File: src/rtl/vcp_pkg.sv
package vcp_pkg;

    typedef enum logic [1:0] {
        ST_IDLE   = 2'd0,
        ST_BRANCH = 2'd1,
        ST_ELEM   = 2'd2,
        ST_WRITE  = 2'd3
    } vcp_state_e;

    typedef enum logic [1:0] {
        CMP_EQ  = 2'd0,
        CMP_NE  = 2'd1,
        CMP_LT  = 2'd2,
        CMP_LTU = 2'd3
    } vcp_cmp_e;

endpackage

File: src/rtl/vcp_compare.sv
module vcp_compare #(
    parameter int XLEN = 16
) (
    input  logic [1:0]      op,
    input  logic [XLEN-1:0] lhs,
    input  logic [XLEN-1:0] rhs,
    output logic            hit
);
    import vcp_pkg::*;

    vcp_cmp_e op_e;
    assign op_e = vcp_cmp_e'(op);

    always_comb begin
        unique case (op_e)
            CMP_EQ:  hit = (lhs == rhs);
            CMP_NE:  hit = (lhs != rhs);
            CMP_LT:  hit = ($signed(lhs) < $signed(rhs));
            CMP_LTU: hit = (lhs < rhs);
            default: hit = 1'b0;
        endcase
    end

endmodule

File: src/rtl/vcp_addr_gen.sv
module vcp_addr_gen #(
    parameter int RAW = 5,
    parameter int VLW = 4
) (
    input  logic [RAW-1:0] base1,
    input  logic [RAW-1:0] base2,
    input  logic           vec1,
    input  logic           vec2,
    input  logic [VLW-1:0] elem,
    output logic [RAW-1:0] addr1,
    output logic [RAW-1:0] addr2
);
    localparam int NPORT = 2;

    logic [RAW-1:0] base_a [NPORT];
    logic           vec_a  [NPORT];
    logic [RAW-1:0] addr_a [NPORT];

    assign base_a[0] = base1;
    assign base_a[1] = base2;
    assign vec_a[0]  = vec1;
    assign vec_a[1]  = vec2;

    for (genvar g = 0; g < NPORT; g++) begin : g_port
        // Tagged operands step through consecutive registers; modulo NREG by truncation.
        assign addr_a[g] = vec_a[g] ? RAW'(base_a[g] + RAW'(elem)) : base_a[g];
    end

    assign addr1 = addr_a[0];
    assign addr2 = addr_a[1];

endmodule

File: src/rtl/vcp_mask_acc.sv
module vcp_mask_acc #(
    parameter int MW  = 8,
    parameter int VLW = 4
) (
    input  logic           clk,
    input  logic           rst_n,
    input  logic           clear,
    input  logic           en,
    input  logic [VLW-1:0] elem,
    input  logic           hit,
    output logic [MW-1:0]  mask
);
    logic [MW-1:0] mask_q;

    for (genvar g = 0; g < MW; g++) begin : g_bit
        always_ff @(posedge clk or negedge rst_n) begin
            if (!rst_n) begin
                mask_q[g] <= 1'b0;
            end else if (clear) begin
                mask_q[g] <= 1'b0;
            end else if (en && (elem == VLW'(g))) begin
                mask_q[g] <= hit;
            end
        end
    end

    assign mask = mask_q;

    // a fresh operation starts from an empty mask
    a_r5_clear_empties: assert property (@(posedge clk) disable iff (!rst_n)
        clear |=> (mask == '0));

    // an element update touches only its own bit
    a_r5_one_bit_per_elem: assert property (@(posedge clk) disable iff (!rst_n)
        (en && !clear) |=> ($countones(mask ^ $past(mask)) <= 1));

endmodule

File: src/rtl/vcp_top.sv
module vcp_top #(
    parameter int XLEN   = 16,
    parameter int NREG   = 32,
    parameter int MAX_VL = 8,
    localparam int RAW   = $clog2(NREG),
    localparam int VLW   = $clog2(MAX_VL + 1)
) (
    input  logic            clk,
    input  logic            rst_n,
    input  logic            issue,
    input  logic [RAW-1:0]  src1_idx,
    input  logic [RAW-1:0]  src2_idx,
    input  logic            src1_vec,
    input  logic            src2_vec,
    input  logic [VLW-1:0]  vl,
    input  logic [1:0]      cmp_op,
    input  logic [RAW-1:0]  tgt_idx,
    output logic [RAW-1:0]  rf_raddr1,
    input  logic [XLEN-1:0] rf_rdata1,
    output logic [RAW-1:0]  rf_raddr2,
    input  logic [XLEN-1:0] rf_rdata2,
    output logic            busy,
    output logic            br_valid,
    output logic            br_taken,
    output logic            rf_we,
    output logic [RAW-1:0]  rf_waddr,
    output logic [XLEN-1:0] rf_wdata
);
    import vcp_pkg::*;

    vcp_state_e     state_q, state_d;
    logic [RAW-1:0] s1_q, s2_q, tgt_q;
    logic           v1_q, v2_q;
    logic [VLW-1:0] vl_q, idx_q;
    logic [1:0]     op_q;
    logic [VLW-1:0] vl_eff;
    logic           accept;
    logic           any_vec;
    logic           last_elem;
    logic           hit;
    logic [MAX_VL-1:0] mask;

    assign vl_eff    = (vl > VLW'(MAX_VL)) ? VLW'(MAX_VL) : vl;
    assign accept    = (state_q == ST_IDLE) && issue;
    assign any_vec   = src1_vec || src2_vec;
    assign last_elem = (VLW'(idx_q + VLW'(1)) == vl_q);

    // Next-state logic
    always_comb begin
        state_d = state_q;
        unique case (state_q)
            ST_IDLE: begin
                if (issue) begin
                    if (!any_vec)            state_d = ST_BRANCH;
                    else if (vl_eff == '0)   state_d = ST_WRITE;
                    else                     state_d = ST_ELEM;
                end
            end
            ST_BRANCH: state_d = ST_IDLE;
            ST_ELEM:   state_d = last_elem ? ST_WRITE : ST_ELEM;
            ST_WRITE:  state_d = ST_IDLE;
            default:   state_d = ST_IDLE;
        endcase
    end

    // State register
    always_ff @(posedge clk or negedge rst_n) begin
        if (!rst_n) state_q <= ST_IDLE;
        else        state_q <= state_d;
    end

    // Operand capture and element counter
    always_ff @(posedge clk or negedge rst_n) begin
        if (!rst_n) begin
            s1_q  <= '0;
            s2_q  <= '0;
            tgt_q <= '0;
            v1_q  <= 1'b0;
            v2_q  <= 1'b0;
            vl_q  <= '0;
            op_q  <= '0;
            idx_q <= '0;
        end else if (accept) begin
            s1_q  <= src1_idx;
            s2_q  <= src2_idx;
            tgt_q <= tgt_idx;
            v1_q  <= src1_vec;
            v2_q  <= src2_vec;
            vl_q  <= vl_eff;
            op_q  <= cmp_op;
            idx_q <= '0;
        end else if (state_q == ST_ELEM) begin
            idx_q <= VLW'(idx_q + VLW'(1));
        end
    end

    vcp_addr_gen #(.RAW(RAW), .VLW(VLW)) u_addr (
        .base1 (s1_q),
        .base2 (s2_q),
        .vec1  (v1_q),
        .vec2  (v2_q),
        .elem  (idx_q),
        .addr1 (rf_raddr1),
        .addr2 (rf_raddr2)
    );

    vcp_compare #(.XLEN(XLEN)) u_cmp (
        .op  (op_q),
        .lhs (rf_rdata1),
        .rhs (rf_rdata2),
        .hit (hit)
    );

    vcp_mask_acc #(.MW(MAX_VL), .VLW(VLW)) u_acc (
        .clk   (clk),
        .rst_n (rst_n),
        .clear (accept),
        .en    (state_q == ST_ELEM),
        .elem  (idx_q),
        .hit   (hit),
        .mask  (mask)
    );

    // Outputs decoded from the state
    always_comb begin
        busy     = 1'b0;
        br_valid = 1'b0;
        br_taken = 1'b0;
        rf_we    = 1'b0;
        unique case (state_q)
            ST_IDLE:   ;
            ST_BRANCH: begin
                busy     = 1'b1;
                br_valid = 1'b1;
                br_taken = hit;
            end
            ST_ELEM:   busy = 1'b1;
            ST_WRITE: begin
                busy  = 1'b1;
                rf_we = 1'b1;
            end
            default:   ;
        endcase
        rf_waddr = tgt_q;
        rf_wdata = XLEN'(mask);
    end

    // vector operations never report a branch
    a_r7_no_branch_in_vector: assert property (@(posedge clk) disable iff (!rst_n)
        (busy && (v1_q || v2_q)) |-> !br_valid);

    // a branch decision lasts one cycle and never coincides with a write
    a_r2_branch_single_pulse: assert property (@(posedge clk) disable iff (!rst_n)
        br_valid |=> !br_valid);

    a_r2_branch_no_write: assert property (@(posedge clk) disable iff (!rst_n)
        br_valid |-> !rf_we);

    // one write per operation, then idle
    a_r6_single_write: assert property (@(posedge clk) disable iff (!rst_n)
        rf_we |=> (!rf_we && !busy));

    // nothing above the effective length is set in the written mask
    a_r5_mask_above_vl_zero: assert property (@(posedge clk) disable iff (!rst_n)
        rf_we |-> ((rf_wdata >> vl_q) == '0));

    // a request while busy leaves the captured operation untouched
    a_r9_busy_issue_ignored: assert property (@(posedge clk) disable iff (!rst_n)
        (busy && issue) |=> ($stable(tgt_q) && $stable(op_q) && $stable(vl_q)));

    // the captured length never exceeds the maximum
    a_r8_vl_clamped: assert property (@(posedge clk) disable iff (!rst_n)
        busy |-> (vl_q <= VLW'(MAX_VL)));

endmodule

File: config.mk
export PLATFORM = sky130hd
export DESIGN_NAME = vcp_top
export DESIGN_NICKNAME = d
export VERILOG_FILES = /design/src/rtl/vcp_pkg.sv /design/src/rtl/vcp_compare.sv /design/src/rtl/vcp_addr_gen.sv /design/src/rtl/vcp_mask_acc.sv /design/src/rtl/vcp_top.sv
export SDC_FILE = /design/constraint.sdc
export NUM_CORES = 1
export LEC_CHECK = 0
export ABC_CLOCK_PERIOD_IN_PS = 2800
export BUFFER_PORTS_ARGS = -buffer_cell sky130_fd_sc_hd__buf_4
export CORE_MARGIN = 5
export CORE_UTILIZATION = 50
export CTS_CLUSTER_DIAMETER = 150
export DETAILED_ROUTE_END_ITERATION = 10
export PLACE_DENSITY = 0.89
export SLEW_MARGIN = 10
export SYNTH_ARGS = -nofsm -noshare
export SYNTH_HDL_FRONTEND = slang
export SYNTH_SLANG_ARGS = --single-unit
File: constraint.sdc
create_clock -name clk -period 2.8 [get_ports clk]
set_input_delay 0.56 -clock clk [delete_from_list [all_inputs] [get_ports clk]]
set_output_delay 0.56 -clock clk [all_outputs]
set_load 0.1 [all_outputs]
==> out/summary.txt <==
Die ar.: 0.00657 sq mm
maximum level of the CTS H-tree: 2
worst-skew pair later-pin latency: 290 ps
Critical Path, Cell by Cell: buf_4 > inv_2 > ha_4 > nor2b_1 > o211ai_1 > a2111oi_2 > buf_4 > o311a_4 > and3b_4 > buf_12
Crit. Startpoint: rf_rdata2[1]
Metal-1 WL: 2.54 mm
share of cells above drive strength 1: 0.441
cells after synthesis: 255
Worst Tran Pin Value: 853 ps
r2r endpoint: u_acc.mask[6]$_DFFE_PN0P_
vias in the first global route: 2334
Final Instance Area: 0.00353 sq mm
minimum clock period: 2910 ps
top routing layer in use: met4
WP data required: 2240 ps
number of remaining DRC errors: 0
status: finished with violations
Clk pin slew, worst setup/hold paths: 70 ps
Hold Path Class: primary input to async pin
period utilisation layout: 1.04
antenna cell count: 0
initial antenna violation count: 0
Boundary Pins: 93
initial core utilization: 0.524
post-placement cell area: 0.00337 sq mm
Worst Setup End Kind: output port
Most Frequent Cell on Critical Path: buf_4
crit path capture: br_taken
Root Buffer: clkbuf_8
sequential share of the synthesized area: 0.367
die width: 81.0 um
global placement routability congestion: 0.793
Layout Skew: 3.24 ps
Avg Cell Area, Syn: 9.90 sq um
Antenna Violating Nets Remaining: 0
Pre-antenna DRT Iters: 4
failing checks: negative setup slack
Layout fillers: 364
IO buf count: 84
Crit Path Class: primary input to output port
Avg WL per Cell: 15.2 um
Core Region: 0.00482 sq mm
met3 WL post-DR: 484 um
Crit-path slowest cell: o311a_4
Routed WL: 6.33 mm
Synth cell types: 40
Worst EP arrival: 2350 ps
met2 routed WL: 3.21 mm
Clock Tree Buf Depth: 2
headroom to the max-slew limit: 0.430
via count: 2190
Reg2Reg Setup Slack: 950 ps
Crit path largest cell delay: 360 ps
clock sink count: 37
PnR worst setup slack: -112 ps
first-pass GRT wire length: 10.3 mm
net count of the finished layout: 438
register bit total from synthesis: 37
all-layer global routing usage: 0.200
Vias per Instance: 5.26
reg2reg start: state_q[0]$_DFFE_PN0P_
Ys Warns: 0
die height: 81.0 um
TritonCTS Buffers: 5
Critical Path Start Type: primary input
path depth of the worst reg2reg path: 5
Rows: 25
GR Overflow Total: 0
post-detail-place hpwl: 4.87 mm
Final setup viols: 1
Slew Limit Fails: 0
Post-Syn Area: 0.00252 sq mm
Worst Path Max Fanout: 2
RSZ-0062 raised after global routing: yes
Area growth syn-to-layout: 40.1%
endpoints failing hold: 0
pin count of the biggest net entering global routing: 38
TritonCTS clock tree: done
Max-Cap Viols: 0
Fmax: 0.343 GHz
DR iter-0 viols: 69
final cells by class:
cell class	count	area (sq um)	share of cell area
Multi-Input combinational cell	188	1630	0.460
Sequential cell	37	927	0.262
Timing Repair Buffer	92	726	0.205
Inverter	26	97.6	0.0276
Tap cell	67	83.8	0.0237
Clock buffer	5	68.8	0.0195
Clock inverter	1	5.00	0.00142
logic make-up after synthesis:
| family | after synthesis | synth area share |
|---|---|---|
| simple gates | 66 | 0.135 |
| compound gates | 44 | 0.108 |
| flops | 37 | 0.367 |
| buf+inv | 37 | 0.0679 |
| fa+ha+maj | 30 | 0.155 |
| mux | 29 | 0.128 |
| xor+xnor | 11 | 0.0382 |
| other cells | 1 | 0.00149 |
repair_timing:
action                     4_1_cts  5_1_grt
resized for setup               19        7
buffers inserted                 0        1
pin swaps                        2        4
hold buffers                     0        0
setup endpoints to repair        2        3
flip-flops by register name (all words and copies together), names as in the netlist:
name        cells
idx_q           4
op_q            2
rf_waddr        5
s1_q            5
s2_q            5
state_q         2
u_acc.mask      8
v1_q            1
v2_q            1
vl_q            4
through the flow:
step           utilization  hold slack, ps  worst slack (ps)  cells  setup TNS, ps
3_3_place_gp         0.699             489              -166    409           -166
5_1_grt              0.734             264              -191    416           -194
4_1_cts              0.726             240             -50.9    415          -50.9
2_1_floorplan            -             264              -113    262           -113
6_report             0.734             225              -112    416           -112
3_5_place_dp         0.699             496              -201    409           -201
synth_stat cells (all sizes together):
cell type / count / area share
nor4: 2 / 0.0050
or3: 1 / 0.0025
o21bai: 1 / 0.0030
mux2i: 3 / 0.012
fa: 2 / 0.016
o2bb2ai: 1 / 0.0035
a2bb2oi: 1 / 0.0035
dfrtp: 37 / 0.37
xnor2: 8 / 0.028
conb: 1 / 0.0015
inv: 26 / 0.039
o21ai: 20 / 0.040
a2111oi: 1 / 0.0035
and2: 1 / 0.0025
mux2: 26 / 0.12
o31ai: 1 / 0.0030
xor2: 3 / 0.010
nor3b: 1 / 0.0030
o211ai: 1 / 0.0030
a21oi: 11 / 0.022
nand4: 4 / 0.012
o21a: 2 / 0.0059
nand2b: 5 / 0.012
and2b: 1 / 0.0030
buf: 10 / 0.028
nand2: 18 / 0.027
ha: 28 / 0.14
nor3: 3 / 0.0079
and3b: 1 / 0.0035
o311a: 1 / 0.0084
nor2: 7 / 0.010
a21o: 3 / 0.0089
nor2b: 5 / 0.012
o2111ai: 1 / 0.0035
clkbuf: 1 / 0.0015
nand3: 17 / 0.034
routing by layer:
layer  vias to the layer above  GRT usage
li1                       1057          -
met1                      1035      0.224
met2                        88      0.372
met3                        10     0.0543
met4                         0     0.0541
met5                         -          0
layout by cell type, fill, tap and decap left out, drive strengths merged, types with 7 or more instances in the layout:
cell type	Yosys	layout
a21oi	11	11
buf	10	92
conb	1	8
dfrtp	37	37
ha	28	28
inv	26	26
mux2	26	26
nand2	18	18
nand3	17	17
nor2	7	7
o21ai	20	20
xnor2	8	8
worst min path at each step:
| stage | cells after the start | startpoint | slack [ps] | end |
|---|---|---|---|---|
| final | 1 | rst_n | 230 | v1_q$_DFFE_PN0P_ |
| after global routing | 1 | rst_n | 260 | idx_q[2]$_DFFE_PN0P_ |
| after CTS | 1 | rst_n | 240 | rf_waddr[4]$_DFFE_PN0P_ |
| after detailed placement | 1 | rf_waddr[2]$_DFFE_PN0P_ | 500 | rf_waddr[2]$_DFFE_PN0P_ |
| after global placement | 1 | rf_waddr[1]$_DFFE_PN0P_ | 490 | rf_waddr[1]$_DFFE_PN0P_ |
| after floorplan | 0 | rst_n | 260 | idx_q[0]$_DFFE_PN0P_ |
critical path, delay by kind of cell:
kind	cells	cell delay (ps)
adder cells (fa/ha/maj)	1	190
AO/OA/AOI/OAI	3	670
buffers and inverters	4	470
AND/OR/NAND/NOR	2	450
Power is left out: the tool's default activity adds up to more than one toggle a clock period on the data nets, which glitch-free logic cannot reach.
